`src/rtl/flash_cmd_pkg.sv`:
```
package flash_cmd_pkg;

    localparam int CMD_W = 8;

    typedef enum logic [1:0] {
        MODE_ARRAY = 2'd0,
        MODE_ID    = 2'd1,
        MODE_ERASE = 2'd2
    } mode_e;

    typedef enum logic [2:0] {
        SQ_IDLE   = 3'd0,
        SQ_UNLK1  = 3'd1,
        SQ_UNLK2  = 3'd2,
        SQ_SETUP  = 3'd3,
        SQ_SUNLK1 = 3'd4,
        SQ_SUNLK2 = 3'd5
    } seq_e;

    localparam logic [CMD_W-1:0] BYTE_UNLK_A = 8'hAA;
    localparam logic [CMD_W-1:0] BYTE_UNLK_B = 8'h55;
    localparam logic [CMD_W-1:0] BYTE_IDENT  = 8'h90;
    localparam logic [CMD_W-1:0] BYTE_SETUP  = 8'h80;
    localparam logic [CMD_W-1:0] BYTE_CHIP   = 8'h10;
    localparam logic [CMD_W-1:0] BYTE_ABORT  = 8'hF0;

endpackage

```
`src/rtl/wr_edge_detect.sv`:
```
module wr_edge_detect (
    input  logic clk,
    input  logic rst_n,
    input  logic strobe,
    output logic wr_evt
);

    logic strobe_q;

    always_ff @(posedge clk or negedge rst_n) begin
        if (!rst_n) begin
            strobe_q <= 1'b0;
        end else begin
            strobe_q <= strobe;
        end
    end

    assign wr_evt = strobe & ~strobe_q;

endmodule

```
`src/rtl/cmd_seq_fsm.sv`:
```
module cmd_seq_fsm
    import flash_cmd_pkg::*;
#(
    parameter int                ADDR_W   = 11,
    parameter logic [ADDR_W-1:0] ADDR_CMD = 'h555,
    parameter logic [ADDR_W-1:0] ADDR_ALT = 'h2AA
) (
    input  logic              clk,
    input  logic              rst_n,
    input  logic              wr_evt,
    input  logic [ADDR_W-1:0] wr_addr,
    input  logic [CMD_W-1:0]  wr_data,
    input  logic              erase_done,
    input  logic              erase_fail,
    output mode_e             mode_o,
    output logic              start_o,
    output logic              fail_o
);

    seq_e  seq_q,  seq_n;
    mode_e mode_q, mode_n;
    logic  start_q, start_n;
    logic  fail_q,  fail_n;

    logic hit_cmd_aa, hit_alt_55, hit_cmd_90, hit_cmd_80, hit_cmd_10, is_abort;

    assign hit_cmd_aa = wr_evt && (wr_addr == ADDR_CMD) && (wr_data == BYTE_UNLK_A);
    assign hit_alt_55 = wr_evt && (wr_addr == ADDR_ALT) && (wr_data == BYTE_UNLK_B);
    assign hit_cmd_90 = wr_evt && (wr_addr == ADDR_CMD) && (wr_data == BYTE_IDENT);
    assign hit_cmd_80 = wr_evt && (wr_addr == ADDR_CMD) && (wr_data == BYTE_SETUP);
    assign hit_cmd_10 = wr_evt && (wr_addr == ADDR_CMD) && (wr_data == BYTE_CHIP);
    assign is_abort   = wr_evt && (wr_data == BYTE_ABORT);

    // Next-state process
    always_comb begin
        seq_n   = seq_q;
        mode_n  = mode_q;
        start_n = 1'b0;
        fail_n  = fail_q;

        if (mode_q == MODE_ERASE) begin
            if (erase_fail) begin
                fail_n = 1'b1;
            end
            if (erase_done) begin
                mode_n = MODE_ARRAY;
                fail_n = 1'b0;
                seq_n  = SQ_IDLE;
            end else if (is_abort && fail_q) begin
                mode_n = MODE_ARRAY;
                fail_n = 1'b0;
                seq_n  = SQ_IDLE;
            end
        end else if (wr_evt) begin
            if (is_abort) begin
                mode_n = MODE_ARRAY;
                seq_n  = SQ_IDLE;
            end else begin
                unique case (seq_q)
                    SQ_IDLE:   seq_n = hit_cmd_aa ? SQ_UNLK1 : SQ_IDLE;
                    SQ_UNLK1:  seq_n = hit_alt_55 ? SQ_UNLK2 : SQ_IDLE;
                    SQ_UNLK2: begin
                        if (hit_cmd_90) begin
                            mode_n = MODE_ID;
                            seq_n  = SQ_IDLE;
                        end else if (hit_cmd_80) begin
                            seq_n  = SQ_SETUP;
                        end else begin
                            seq_n  = SQ_IDLE;
                        end
                    end
                    SQ_SETUP:  seq_n = hit_cmd_aa ? SQ_SUNLK1 : SQ_IDLE;
                    SQ_SUNLK1: seq_n = hit_alt_55 ? SQ_SUNLK2 : SQ_IDLE;
                    SQ_SUNLK2: begin
                        if (hit_cmd_10) begin
                            mode_n  = MODE_ERASE;
                            start_n = 1'b1;
                        end
                        seq_n = SQ_IDLE;
                    end
                    default:   seq_n = SQ_IDLE;
                endcase
            end
        end
    end

    // State register process
    always_ff @(posedge clk or negedge rst_n) begin
        if (!rst_n) begin
            seq_q   <= SQ_IDLE;
            mode_q  <= MODE_ARRAY;
            start_q <= 1'b0;
            fail_q  <= 1'b0;
        end else begin
            seq_q   <= seq_n;
            mode_q  <= mode_n;
            start_q <= start_n;
            fail_q  <= fail_n;
        end
    end

    // Output process
    always_comb begin
        mode_o  = mode_q;
        start_o = start_q;
        fail_o  = fail_q;
    end

endmodule

```
`src/rtl/id_read_mux.sv`:
```
module id_read_mux
    import flash_cmd_pkg::*;
#(
    parameter logic [CMD_W-1:0] MFR_CODE = 8'hC2,
    parameter logic [CMD_W-1:0] DEV_CODE = 8'hD5,
    parameter logic [CMD_W-1:0] ID_FILL  = 8'h00
) (
    input  logic             id_sel,
    input  logic [1:0]       addr_lo,
    input  logic [CMD_W-1:0] array_rdata,
    output logic [CMD_W-1:0] rdata
);

    logic [CMD_W-1:0] id_byte;

    always_comb begin
        unique case (addr_lo)
            2'b00:   id_byte = MFR_CODE;
            2'b01:   id_byte = DEV_CODE;
            default: id_byte = ID_FILL;
        endcase
        rdata = id_sel ? id_byte : array_rdata;
    end

endmodule

```
`src/rtl/flash_cmd_decoder.sv`:
```
module flash_cmd_decoder
    import flash_cmd_pkg::*;
#(
    parameter int                ADDR_W   = 11,
    parameter logic [ADDR_W-1:0] ADDR_CMD = 'h555,
    parameter logic [ADDR_W-1:0] ADDR_ALT = 'h2AA,
    parameter logic [7:0]        MFR_CODE = 8'hC2,
    parameter logic [7:0]        DEV_CODE = 8'hD5
) (
    input  logic              clk,
    input  logic              rst_n,
    input  logic              wr_strobe,
    input  logic [ADDR_W-1:0] addr,
    input  logic [7:0]        wdata,
    input  logic [7:0]        array_rdata,
    input  logic              erase_done,
    input  logic              erase_fail,
    output logic [7:0]        rdata,
    output logic [1:0]        mode,
    output logic              erase_start
);

    logic  wr_evt;
    mode_e mode_st;
    logic  fail_seen;

    wr_edge_detect u_edge (
        .clk    (clk),
        .rst_n  (rst_n),
        .strobe (wr_strobe),
        .wr_evt (wr_evt)
    );

    cmd_seq_fsm #(
        .ADDR_W   (ADDR_W),
        .ADDR_CMD (ADDR_CMD),
        .ADDR_ALT (ADDR_ALT)
    ) u_fsm (
        .clk        (clk),
        .rst_n      (rst_n),
        .wr_evt     (wr_evt),
        .wr_addr    (addr),
        .wr_data    (wdata),
        .erase_done (erase_done),
        .erase_fail (erase_fail),
        .mode_o     (mode_st),
        .start_o    (erase_start),
        .fail_o     (fail_seen)
    );

    id_read_mux #(
        .MFR_CODE (MFR_CODE),
        .DEV_CODE (DEV_CODE),
        .ID_FILL  (8'h00)
    ) u_idmux (
        .id_sel      (mode_st == MODE_ID),
        .addr_lo     (addr[1:0]),
        .array_rdata (array_rdata),
        .rdata       (rdata)
    );

    assign mode = mode_st;

endmodule

```
`config.mk`:
```
export PLATFORM = sky130hd
export DESIGN_NAME = flash_cmd_decoder
export DESIGN_NICKNAME = d
export VERILOG_FILES = /design/src/rtl/flash_cmd_pkg.sv /design/src/rtl/wr_edge_detect.sv /design/src/rtl/cmd_seq_fsm.sv /design/src/rtl/id_read_mux.sv /design/src/rtl/flash_cmd_decoder.sv
export SDC_FILE = /design/constraint.sdc
export NUM_CORES = 1
export LEC_CHECK = 0
export BUFFER_PORTS_ARGS = -buffer_cell sky130_fd_sc_hd__buf_2
export CAP_MARGIN = 20
export CORE_UTILIZATION = 44
export CTS_CLUSTER_DIAMETER = 40
export CTS_CLUSTER_SIZE = 40
export DETAILED_ROUTE_END_ITERATION = 7
export PLACE_DENSITY = 0.89
export SYNTH_ARGS = -nofsm -noshare
export SYNTH_HDL_FRONTEND = slang
export SYNTH_SLANG_ARGS = --single-unit
```
`constraint.sdc`:
```
create_clock -name clk -period 2.1 [get_ports clk]
set_input_delay 0.42 -clock clk [delete_from_list [all_inputs] [get_ports clk]]
set_output_delay 0.42 -clock clk [all_outputs]
set_load 0.005 [all_outputs]
```
Word-level counts from Yosys, hierarchy flattened --
Cells that the tools add are included.
Cells by class: eq/ne operators 19, mux-type cells 30, bitwise logic cells 2, reductions and logical operators 17
Operator list (number):
- $eq A8 B8 Y1 const B | 4
- $mux W3 | 8
- $mux W2 | 9
- $pmux W8 S2 | 1
- $pmux W3 S5 | 1
- $eq A11 B10 Y1 const B | 1
- $eq A11 B11 Y1 const B | 1
- $logic_and A1 B1 Y1 | 9
- $mux W1 | 9
- $eq A8 B5 Y1 const B | 1
- $eq A8 B7 Y1 const B | 1
- $mux W8 | 1
- $ne A4 B1 Y1 const B | 2
- $eq A3 B2 Y1 const B | 2
- $eq A3 B3 Y1 const B | 2
- $reduce_and A5 Y1 | 1
- $eq A2 B1 Y1 const B | 2
- $pmux W2 S2 | 1
- $reduce_and A2 Y1 | 2
- $reduce_bool A4 Y1 | 1
- $eq A3 B1 Y1 const B | 1
- $logic_not A3 Y1 | 1
- $ne A3 B3 Y1 const B | 1
- $reduce_bool A3 Y1 | 1
- 5 further kinds | 5
Storage, ports and cells: register bits after elaboration 8, bits of input ports 32, output and inout bits 11, word-level logic and storage cells 73

Depth between registers and ports, before layout --
depth in word-level cells 10, gate-level depth with buffers 5

Cells and area by module --
From an unflattened synthesis, not the netlist that was laid out.
Second synthesis, totals: cells, all modules 89, area, all modules 770.7 sq um
Modules (own cells, without submodules):
- cmd_seq_fsm | times used 1, cells each 69, area an instance 618.1 sq um, seq. area each 175.2 sq um
- id_read_mux | times used 1, cells each 17, area an instance 100.1 sq um, seq. area each 0.0 sq um
- wr_edge_detect | times used 1, cells each 2, area an instance 38.8 sq um, seq. area each 25.0 sq um
- flash_cmd_decoder | times used 1, cells each 1, area an instance 13.8 sq um, seq. area each 0.0 sq um

Worst setup path after synthesis --
No wires, ideal clock.
path type in2reg, start input wdata[6], end register u_fsm.mode_q[1] (netlist: u_fsm.mode_o[1]), library setup time 0.126 ns, arrival 1.616 ns, required time 1.974 ns, slack 0.358 ns, stages on the path 4, path buffers 0, path through or4b_4 > nor4_4 > a211oi_1 > a311o_1
On the way: cells in the longest elaborated chain, start to end 5, elaborated cells on any way between the ends 15, those cells by class eq/ne (6); mux (3); reduce/logical (6)
Ends and longest elaborated chain:
- from (decl) | line flash_cmd_decoder.sv:14 | input logic [7:0] wdata,
- $eq A8 B8 Y1 | line cmd_seq_fsm.sv:32 | assign is_abort = wr_evt && (wr_data == BYTE_ABORT);
- $logic_and A1 B1 Y1 | line cmd_seq_fsm.sv:32
- $logic_and A1 B1 Y1 / $mux W2 (equally long branches) | line cmd_seq_fsm.sv:49, cmd_seq_fsm.sv:55
- $ne A3 B3 Y1 (no line) / $mux W2 (equally long branches)
- $reduce_and A5 Y1 (no line) / $mux W2 (equally long branches)
- to (signal assigned) | line cmd_seq_fsm.sv:96 | mode_q <= mode_n;
- to (decl) | line cmd_seq_fsm.sv:21 | mode_e mode_q, mode_n;
Parallel ways exist; a longest one is shown, timed or not. The select of a mux whose other input is x is not followed. A chain may end at the register's enable or synchronous reset.

Worst setup path in the final report --
start register u_fsm.mode_q[1] (netlist: u_fsm.mode_o[1]), end output rdata[4]
On the way: cells in the longest elaborated chain, start to end 2
Ends and longest elaborated chain:
- $eq A2 B1 Y1 | line flash_cmd_decoder.sv:56 | .id_sel (mode_st == MODE_ID),
- $mux W8 | line id_read_mux.sv:22 | rdata = id_sel ? id_byte : array_rdata;
- to (decl) | line flash_cmd_decoder.sv:18 | output logic [7:0] rdata,
Every way passes these cells.

==> impl_metrics.yaml <==
worst_setup_path:
  end_kind: "output pin"
  rr_worst_depth: 4
  worstSetupStartpointType: "register"
  arrival_ns: 1.45
  crit_type: "register to output pin"
  required_ns: 1.68
  critical_path_peak_fanout: 6
floorplanning:
  row_count: 15
  fp.dieArea_mm2: 0.002030
  die_w_um: 45.06
  core_area_mm2: 0.001727
  initial_core_util: 0.4725
  ios: 43
  die_h_um: 45.06
pwr:
  p_clk_frac: 0.225
  power_leakage_nw: 0.5071
  p_sw_frac: 0.3464
  cellPowerDensity_mw_per_mm2: 490.1
  seqPwrFrac: 0.366
  p_sw_uw: 185.0
  peakVddDrop_v: 0.0005141
  power_frac_comb: 0.409
  total_power_uw: 534.1
  p_int_uw: 349.1
synthesis:
  synth_nets: 123
  syn_area_um2: 815.8
  synth.distinct_cells: 38
  yosys_register_bits: 8
  synth-seq-area-share: 0.2454
  postSynthCellCount: 91
  synth_top_area_cell: "dfrtp_1"
  yosys_most_used_dff: "dfrtp_1"
  syn_area_per_cell_um2: 8.965
  synth_area_leaders: "dfrtp_1, o21ai_0, nor4bb_1"
  yosysTopAreaCellShare: 0.2454
  synth_edf_count: 0
  synth_warnings: 0
  synth-async-reset-ratio: 1.000
global_routing:
  grtUsageTotal: 0.2271
  grt_antenna_before_repair: 0
  grt_pass1_vias: 823
  grt_pass1_wl_mm: 3.415
  grt_max_degree: 12
  overflow: 0
final_layout:
  drive_gt1_frac: 0.3971
  fin_area_mm2: 0.001090
  area_delta_synth_final_pct: 33.59
  nNetsFinal: 170
  seq_area_um2: 200.2
  multi_input_area_um2: 604.3
  n_antenna_cell: 0
  fillCellCount: 155
timing:
  tightest_slew_ns: 0.4357
  drv_slew: 0
  finClkSkew_ns: 0.006241
  worst_slew_margin_rel: 0.7020
  fmaxAchievable_mhz: 535.4
  min_period_ns: 1.868
  setup_viol: 0
  period_share: 0.8893
  setup_tns_ns: 0
  hold_viol_final: 0
  hold_ws_ns: 0.3064
  rsz0062_at_grt: "false"
detailed_routing:
  ant_nets: 0
  dr_total_vias: 947
  wirelength_mm: 2.121
  vias_per_cell: 5.882
  remaining_drc_errors: 0
  drt_iter0_markers: 26
  drtPass1Iterations: 4
  wl_per_cell_um: 13.17
flow_run:
  drv_cap: 0
outcome:
  status: "completed"
placement:
  dpl_cell_area_mm2: 0.001057
  port_buffers: 42
  hpwl_mm: 1.720
  place_congestion: 0.7968
clock_tree:
  cts_root_buf: "clkbuf_4"
  cts_buffer_depth: 2
  cts_tree: "built"
  cts_max_level: 1
  cts_sinks: 8
  numCtsBuffers: 3
  clkTransAtPathRegs_ns: 0.06
  ctsResizeCount: 0
  clk_latency_ns: 0.26
min_path:
  whs_path_depth: 1
  hold_class: "primary input to register"
layout by cell type (no fill, tap or decap), drive strengths merged:
cell / instances
buf: 43
nand2: 8
dfrtp: 8
o21ai: 7
nand3: 5
nor3b: 5
a21o: 3
nor4bb: 3
and3b: 3
and3: 3
nand2b: 3
nand4b: 3
a32oi: 3
clkbuf: 3
or4b: 3
and2: 2
nand3b: 2
nor2: 2
and4bb: 2
nor4b: 2
nor3: 2
nor2b: 2
a31oi: 2
mux2i: 2
nand4: 2
nor4: 2
inv: 1
o31ai: 1
nand4bb: 1
a31o: 1
a211oi: 1
a311o: 1
or3b: 1
o2111ai: 1
and4: 1
a2111oi: 1
dlygate4sd3: 1
path summary, 6_finish.rpt:
kind                                        startpoint                           to  slack [ns]
setup / recovery           u_fsm.mode_o[1]$_DFFE_PN0P_                     rdata[4]        0.23
hold / removal                               wr_strobe    u_edge.strobe_q$_DFF_PN0_        0.31
setup reg to reg             u_edge.strobe_q$_DFF_PN0_  u_fsm.mode_o[1]$_DFFE_PN0P_        0.33
hold reg to reg               u_fsm.fail_o$_DFFE_PN0P_     u_fsm.fail_o$_DFFE_PN0P_        0.53
max in group asynchronous                        rst_n  u_fsm.mode_o[1]$_DFFE_PN0P_        1.40
min in group asynchronous                        rst_n   u_fsm.seq_q[1]$_DFFE_PN0P_        0.53
registers in the layout, indices dropped and copies added (netlist names):
name             count
u_fsm.seq_q          3
u_fsm.mode_o         2
u_edge.strobe_q      1
u_fsm.fail_o         1
u_fsm.start_o        1
Yosys cell counts (2+ instances only):
cell and count:
a21o_1 3, nand2_1 8, nor3b_1 4, nand2b_1 3, mux2i_1 2, and2_1 2, dfrtp_1 8, nand4b_1 3
and3b_1 3, nor2b_1 2, a32oi_1 3, and4bb_2 2, clkbuf_1 2, nor2_1 2, nor3_1 2, and3_1 3
nor4b_1 2, or4b_1 2, nand4_1 2, nor4bb_1 3, a31oi_1 2, nand3_1 5, o21ai_0 7, nand3b_1 2
power by group through the flow:
stage,logic (mW),clock network [mW],registers [mW]
2_1_floorplan,0.129,0,0.194
3_3_place_gp,0.207,0,0.196
3_5_place_dp,0.214,0,0.195
4_1_cts,0.217,0.120,0.194
5_1_grt,0.239,0.130,0.198
6_report,0.219,0.120,0.196
routing by layer:
metal  up-vias  GRT usage  wire [um]
met5         -          0          0
met4         0          0          0
met3         0    0.06000        133
met2        38     0.3884       1027
met1       439     0.3047        959
li1        470          -          -
area by class of cell:
class	instances	share of cell area
timing repair buffer	44	0.2090
multi-input combinational	80	0.5545
inverter	1	0.003444
sequential	8	0.1837
clock buffer	3	0.02067
tap	25	0.02870
worst max-delay path, cell delays in order, from the launching register on:
cell and delay, ns:
dfrtp_1 0.43, inv_1 0.10, nand2_1 0.07, nor3b_1 0.36
a21o_1 0.13, buf_2 0.10
metrics by stage:
stage | worst slack [ns] | utilization | std cells
after floorplan | 0.3579 | - | 91
after global placement | 0.2058 | 0.6123 | 157
after detailed placement | 0.1634 | 0.6123 | 157
after CTS | 0.2264 | 0.6312 | 161
after global routing | 0.09763 | 0.6312 | 161
final | 0.2324 | 0.6312 | 161
repair_timing:
item,CTS,global route
buffers inserted,0,0
endpoints found under the hold margin,4,0
hold buffers,1,0
kinds of logic (layout without fill, tap and decap cells):
kind of cell           after synthesis  in the layout  synth area share
and+or+nand+nor                     57             57            0.5353
AOI/OAI and AO/OA                   21             21            0.1810
DFF                                  8              8            0.2454
buffers and inverters                3             48           0.01380
muxes                                2              2           0.02454
(Power assumes the default switching activity.)
